$ cat config.mk
export PLATFORM = sky130hd
export DESIGN_NAME = ncl_mux_stage
export DESIGN_NICKNAME = d
export VERILOG_FILES = /design/src/rtl/ncl_pkg.sv /design/src/rtl/ncl_compl.sv /design/src/rtl/ncl_rail_reg.sv /design/src/rtl/ncl_mux_stage.sv
export SDC_FILE = /design/constraint.sdc
export NUM_CORES = 1
export LEC_CHECK = 0
export CORE_MARGIN = 1.5
export CORE_UTILIZATION = 35
export CTS_BUF_LIST = sky130_fd_sc_hd__clkbuf_8
export DETAILED_ROUTE_END_ITERATION = 10
export PLACE_DENSITY = 0.7
export SLEW_MARGIN = 20
export SYNTH_ARGS = -nofsm -noshare
export SYNTH_HDL_FRONTEND = slang
export SYNTH_SLANG_ARGS = --single-unit
$ cat constraint.sdc
create_clock -name clk -period 1.5 [get_ports clk]
set_input_delay 0.15 -clock clk [delete_from_list [all_inputs] [get_ports clk]]
set_output_delay 0.15 -clock clk [all_outputs]
set_load 0.1 [all_outputs]
$ cat src/rtl/ncl_pkg.sv
package ncl_pkg;

  // Hysteresis update: set when every input is high, clear when every input is low, else hold.
  function automatic logic c_next(input logic all_hi, input logic all_lo, input logic q);
    if (all_hi)      return 1'b1;
    else if (all_lo) return 1'b0;
    else             return q;
  endfunction

  // Dual-rail two-way select, result packed as {rail1, rail0}.
  function automatic logic [1:0] mux_rails(input logic a1, input logic a0,
                                           input logic b1, input logic b0,
                                           input logic s1, input logic s0);
    return {(a1 & s1) | (s0 & b1), (a0 & s1) | (s0 & b0)};
  endfunction

endpackage

$ cat src/rtl/ncl_compl.sv
module ncl_compl #(
  parameter int W = 4
) (
  input  logic [W-1:0] r0,
  input  logic [W-1:0] r1,
  output logic         all_data,
  output logic         all_null
);
  logic [W-1:0] bit_done;

  for (genvar i = 0; i < W; i++) begin : g_bit
    assign bit_done[i] = r0[i] | r1[i];
  end

  assign all_data = &bit_done;
  assign all_null = ~|bit_done;
endmodule

$ cat src/rtl/ncl_rail_reg.sv
module ncl_rail_reg #(
  parameter int W = 4
) (
  input  logic         clk,
  input  logic         rst_n,
  input  logic [W-1:0] d0,
  input  logic [W-1:0] d1,
  input  logic         ack,
  output logic [W-1:0] q0,
  output logic [W-1:0] q1
);
  import ncl_pkg::*;

  for (genvar i = 0; i < W; i++) begin : g_cell
    always_ff @(posedge clk) begin
      if (!rst_n) begin
        q0[i] <= 1'b0;
        q1[i] <= 1'b0;
      end else begin
        q0[i] <= c_next(d0[i] & ack, ~d0[i] & ~ack, q0[i]);
        q1[i] <= c_next(d1[i] & ack, ~d1[i] & ~ack, q1[i]);
      end
    end
  end
endmodule

$ cat src/rtl/ncl_mux_stage.sv
module ncl_mux_stage #(
  parameter int W = 4
) (
  input  logic         clk,
  input  logic         rst_n,
  input  logic [W-1:0] a_r0,
  input  logic [W-1:0] a_r1,
  input  logic [W-1:0] b_r0,
  input  logic [W-1:0] b_r1,
  input  logic         s_r0,
  input  logic         s_r1,
  input  logic         ack_in,
  output logic [W-1:0] z_r0,
  output logic [W-1:0] z_r1,
  output logic         go_a,
  output logic         go_b,
  output logic         go_s,
  output logic         z_go
);
  import ncl_pkg::*;

  // Functional part: combinational dual-rail select
  logic [W-1:0] f_r0, f_r1;
  for (genvar i = 0; i < W; i++) begin : g_mux
    assign {f_r1[i], f_r0[i]} = mux_rails(a_r1[i], a_r0[i], b_r1[i], b_r0[i], s_r1, s_r0);
  end

  // Stage register of hysteresis cells, gated by downstream request
  ncl_rail_reg #(.W(W)) u_reg (
    .clk(clk), .rst_n(rst_n),
    .d0(f_r0), .d1(f_r1), .ack(ack_in),
    .q0(z_r0), .q1(z_r1)
  );

  // Completion detection on each input and on the output
  logic a_all_data, a_all_null, b_all_data, b_all_null;
  logic s_all_data, s_all_null, out_all_data, out_all_null;

  ncl_compl #(.W(W)) u_cd_a (.r0(a_r0), .r1(a_r1), .all_data(a_all_data), .all_null(a_all_null));
  ncl_compl #(.W(W)) u_cd_b (.r0(b_r0), .r1(b_r1), .all_data(b_all_data), .all_null(b_all_null));
  ncl_compl #(.W(1)) u_cd_s (.r0(s_r0), .r1(s_r1), .all_data(s_all_data), .all_null(s_all_null));
  ncl_compl #(.W(W)) u_cd_z (.r0(z_r0), .r1(z_r1), .all_data(out_all_data), .all_null(out_all_null));

  // Joining events brought out for the checker
  logic join_set, join_clr;
  assign join_set = go_a & go_b & go_s & out_all_data;
  assign join_clr = ~go_a & ~go_b & ~go_s & out_all_null;

  always_ff @(posedge clk) begin
    if (!rst_n) begin
      go_a <= 1'b0;
      go_b <= 1'b0;
      go_s <= 1'b0;
      z_go <= 1'b0;
    end else begin
      go_a <= c_next(a_all_data, a_all_null, go_a);
      go_b <= c_next(b_all_data, b_all_null, go_b);
      go_s <= c_next(s_all_data, s_all_null, go_s);
      z_go <= c_next(join_set, join_clr, z_go);
    end
  end
endmodule

======== Word level (Yosys, flattened, before mapping) ========
Cells that the tools add are included.
operators by class
  add/subtract/negate cells ............... 0
  $mul .................................... 0
  div/mod/pow operators ................... 0
  $lt $le $gt $ge ......................... 0
  equality and inequality tests ........... 2
  shift-type cells ........................ 0
  mux-type cells .......................... 23
  bitwise operators ....................... 71
  reduce and logical (&&, ||, !) cells .... 16
operators by type and width
  kind                                           number
  1-bit AND                                      38
  1-bit 2-to-1 mux                               23
  1-bit bitwise OR                               21
  2-bit nonzero test                             9
  1-bit inverter                                 12
  4-bit AND reduction                            3
  4-bit OR reduction                             3
  2-bit inequality test (second input constant)  2
  1-bit zero test                                1
storage, ports and cells
  register bits after elaboration ......... 12
  bits in latches ......................... 0
  bits in writable memories ............... 0
  bits in read-only memories .............. 0
  bits of input ports ..................... 21
  output and inout port bits .............. 12
  logic and storage cells ................. 124
  memories ................................ 0

======== Longest topological paths before layout ========
  depth in word-level cells ............... 6
  mapped depth ............................ 5

======== Hierarchy ========
From an unflattened synthesis, not the netlist that was laid out.
second synthesis, totals
  cell total of the unflattened synthesis .. 76
  area total of the unflattened synthesis .. 742.0 µm²
modules (own cells, without submodules)
  module                   times used  cells each  area an instance (µm²)  seq. area each (µm²)
  ncl_rail_reg             1           32          390.4                   160.2
  ncl_mux_stage            1           24          232.7                   80.1
  ncl_compl at u_cd_a ...  3           6           36.3                    0.0
  ncl_compl at u_cd_s      1           2           10.0                    0.0

======== Worst setup path after synthesis ========
OpenSTA, ideal clock, no wires.
  path kind ............................... reg-to-reg
  from .................................... reg u_reg.q0[2]
  to ...................................... reg z_go
  setup time .............................. 58 ps
  arrival ................................. 1,555 ps
  data required time ...................... 1,442 ps
  path slack .............................. -113 ps
  cell stages (with the launch flop) ...... 4
  path buffers ............................ 0
  clock period less this slack ............ 1,613 ps
  cell sequence ........................... dfxtp_1 > o22ai_1 > nor4_1 > o21a_1
on the way
  longest elaborated chain between the ends .. 5
  elaborated cells on any way between the ends .. 8
RTL lines
  item                              line                 text
  start: declaration                ncl_rail_reg.sv:9    output logic [W-1:0] q0,
  start signal: indexed assignment  ncl_rail_reg.sv:20   q0[i] <= c_next(d0[i] & ack, ~d0[i] & ~ack, q0[i]);
  1-bit bitwise OR *                ncl_compl.sv:12      assign bit_done[i] = r0[i] | r1[i];
  4-bit OR reduction                ncl_compl.sv:16      assign all_null = ~|bit_done;
  1-bit zero test                   ncl_compl.sv:16
  1-bit AND                         ncl_mux_stage.sv:47  assign join_clr = ~go_a & ~go_b & ~go_s & out_all_null;
  2-bit nonzero test (no line)      n/a
  end signal: assignment            ncl_mux_stage.sv:59  z_go <= c_next(join_set, join_clr, z_go);
  end: declaration                  ncl_mux_stage.sv:18  output logic z_go
Mark *: on every way between the ends. The rest lies on a longest branch, timed or not.
A chain may end at the register's enable or synchronous reset.

======== Final worst setup path ========
  from .................................... in s_r1
  to ...................................... reg u_reg.q1[2]
on the way
  longest elaborated chain between the ends .. 5
  elaborated cells on any way between the ends .. 7
RTL lines
  item                            line                 text
  start: declaration              ncl_mux_stage.sv:11  input logic s_r1,
  1-bit AND *                     ncl_pkg.sv:14        return {(a1 & s1) | (s0 & b1), (a0 & s1) | (s0 & b0)};
  1-bit bitwise OR *              ncl_pkg.sv:14
  1-bit inverter                  ncl_rail_reg.sv:21   q1[i] <= c_next(d1[i] & ack, ~d1[i] & ~ack, q1[i]);
  1-bit AND                       ncl_rail_reg.sv:21
  2-bit nonzero test (no line)    n/a
  end signal: indexed assignment  ncl_rail_reg.sv:21
  end: declaration                ncl_rail_reg.sv:10   output logic [W-1:0] q1
Marks and branches as above.

==> out/qor.txt <==
Total vias in the final route - 710
Share of the synthesized area in the top cell type - 33.86%
Cell count after synthesis - 72
Synth area leaders - dfxtp_1 34%, ha_1 14%, mux2i_1 11%
Placed Instances - 132
Logic pwr share - 35.7%
Period utilization - 92.07%
Worst min path class - in -> reg
Hold Buf Count CTS - 0
Hold path start - s_r0
Nets - 139
Port Buffers - 32
Clk slew on worst S/H paths - 0.05 ns
Clock network fraction of total power - 31.4%
Clock latency on the worst-skew pair - 0.24 ns
Inserted Diodes - 0
Avg Inst Size Synth - 9.853 sq um
Fin crit period - 1.381 ns
Largest net degree at the start of global routing - 13
# resized after CTS - 0
Bufs and invs on worst path - 1
Hold EP - go_s
Final hold vios - 0
Crit-path slowest cell - clkdlybuf4s50_1
Total gr overflow - 0
Sequential Power Share - 32.9%
Starting density of the core - 36.53%
Cell chosen for the clock root - clkbuf_8
Post-DP Area - 0.001212 sq mm
I/O pin cnt - 33
Dpl ws - -0.1574 ns
CP Class - in -> reg
Final setup violation count - 0
DIE HEIGHT - 48.02 um
Worst Skew - 0.002710 ns
Share of layout cells above drive strength 1 - 26.61%
CTS tree - built
Max-Cap Viols - 0
Critical Path AT - 1.51 ns
Die footprint - 0.002306 sq mm
Filler Cell Count - 153
Worst Path Required - 1.63 ns
Setup crit end kind - flop
Setup slack, reg-to-reg - 0.47 ns
RSZ-0062 raised after global routing - false
Fin worst setup slack - 0.1190 ns
Hold Path Stages - 2
Die X-Extent - 48.02 um
Vias per inst - 5.221
CORE AREA - 0.001942 sq mm
Initial antenna violation count - 0
Post-Syn Nets - 101
Ys Warns - 0
Post-DRT Antenna Nets - 0
Final slew viol count - 0
Worst-Margin Slew - 0.3842 ns
Internal cell power - 0.7579 mW
P_leak - 0.5247 nW
Site Rows - 16
Final cell count without fillers - 136
DR WL/cell - 13.07 um
Status - completed
FMAX - 724.1 MHz
CP peak stage delay - 0.55 ns
Setup Fix Bufs, Post-CTS - 0
CTS buffer count - 3
Post-synth cell types - 16
Relative slew slack - 74.30%
Starting DRC count in detailed routing - 7
Area leader, netlist - dfxtp_1
Critical R2R Launch - u_reg.q1[0]
Mapped cell area - 709.4 sq um
CP startpoint kind - input port
H-Tree Depth - 1
P per Cell Area - 884.7 mW/mm^2
Seq/Total Area, Yosys - 33.86%
Design Area, Final - 0.001270 sq mm
GRT Resource Usage Total - 17.23%
GPL Wtd Cong - 0.7592
Vias in the first global route - 621
Yosys reg bits - 12
Area grow syn2layout - 79.01%
Reg-to-Reg End - z_go
Num Clock Sinks - 12
Delay-heaviest family, CP - buffers and inverters
Register area - 250.2 sq um
DRC - 0
Clock Tree Buf Depth - 2
Drt total wl - 1777 um
Sw Share - 32.55%
Maximum VDD drop - 0.0006044 V
Max Fanout on Critical Path - 9
Hold WS - 0.3636 ns
Multi-input logic area - 454.2 sq um
Dpl hpwl - 1470 um
DRT Pass-1 Iters - 4
First-pass GRT wire length - 2642 um
Worst reg-to-reg path cell count - 3
Sw power - 0.3657 mW
Sequence of cells on the critical path - clkdlybuf4s50_1, a22o_1, ha_1, mux2i_1, nor2b_1
synthesized netlist by cell type:
cell       n
nor4_1     5
inv_1      1
a21boi_0   2
nor4_2     1
nor2_1     4
o21a_1     4
nand3_1    1
o22ai_1    5
a41oi_1    1
nor2b_1    8
mux2i_1    8
a22o_1     8
ha_1       8
clkbuf_1   3
dfxtp_1   12
nor3_1     1
cells by family (layout without fill, tap and decap cells):
kind of cell    count (synthesis)  count (layout)  share of synthesized area [%]
compound gates                 20              20                          21.87
fa+ha+maj                       8               8                          14.11
buf+inv                         4              41                          2.116
flops                          12              12                          33.86
mux                             8               8                          11.29
simple gates                   20              20                          16.75
stage by stage:
| step | TNS, ns | utilization [%] | power [mW] |
|---|---|---|---|
| floorplan | 0 | - | 0.5975 |
| global placement | -0.9520 | 62.44 | 0.7734 |
| detailed placement | -1.135 | 62.44 | 0.7785 |
| CTS | 0 | 65.27 | 1.134 |
| global route | 0 | 65.40 | 1.165 |
| finish | 0 | 65.40 | 1.124 |
power groups by stage:
stage	combinational (mW)	sequential, mW	clock (mW)
finish	0.401	0.369	0.353
CTS	0.403	0.369	0.361
global placement	0.398	0.376	0
floorplan	0.103	0.494	0
detailed placement	0.403	0.376	0
global route	0.423	0.372	0.370
flip-flops by register name, summed over array words and instances (netlist names):
| signal | cells |
|---|---|
| u_reg.q0 | 4 |
| go_b | 1 |
| z_go | 1 |
| go_a | 1 |
| go_s | 1 |
| u_reg.q1 | 4 |
worst max-delay path by stage:
| stage | cells past startpoint | end | startpoint |
|---|---|---|---|
| finish | 5 | u_reg.q1[2] | s_r1 |
| global route | 5 | u_reg.q1[1] | s_r1 |
| CTS | 5 | u_reg.q0[1] | s_r0 |
| detailed placement | 5 | u_reg.q0[1] | s_r0 |
| global placement | 5 | u_reg.q1[0] | s_r0 |
| floorplan | 3 | z_go | go_b |
layout make-up:
type                            instances  area share (%)
Clock buffer                            4           4.335
Inverter                                1          0.2956
Multi-Input combinational cell         56           35.76
Sequential cell                        12           19.70
Tap cell                               27           2.660
Timing Repair Buffer                   36           37.24
metal layers:
layer	global-route usage, %	part of all wire, %
met1	19.69	45
met2	28.53	47
met3	4.906	6.3
met4	9.730	2.1
met5	0	0
cell usage in the layout, fill, tap and decap left out, drive strengths merged:
master,instances
dfxtp,12
a41oi,1
buf,16
a21boi,2
dlymetal6s2s,1
clkdlybuf4s50,19
nor2b,8
nor3,1
nand3,1
mux2i,8
o22ai,5
inv,1
a22o,8
clkbuf,4
ha,8
nor4,6
nor2,4
o21a,4
Power figures use the tool's default switching activity.
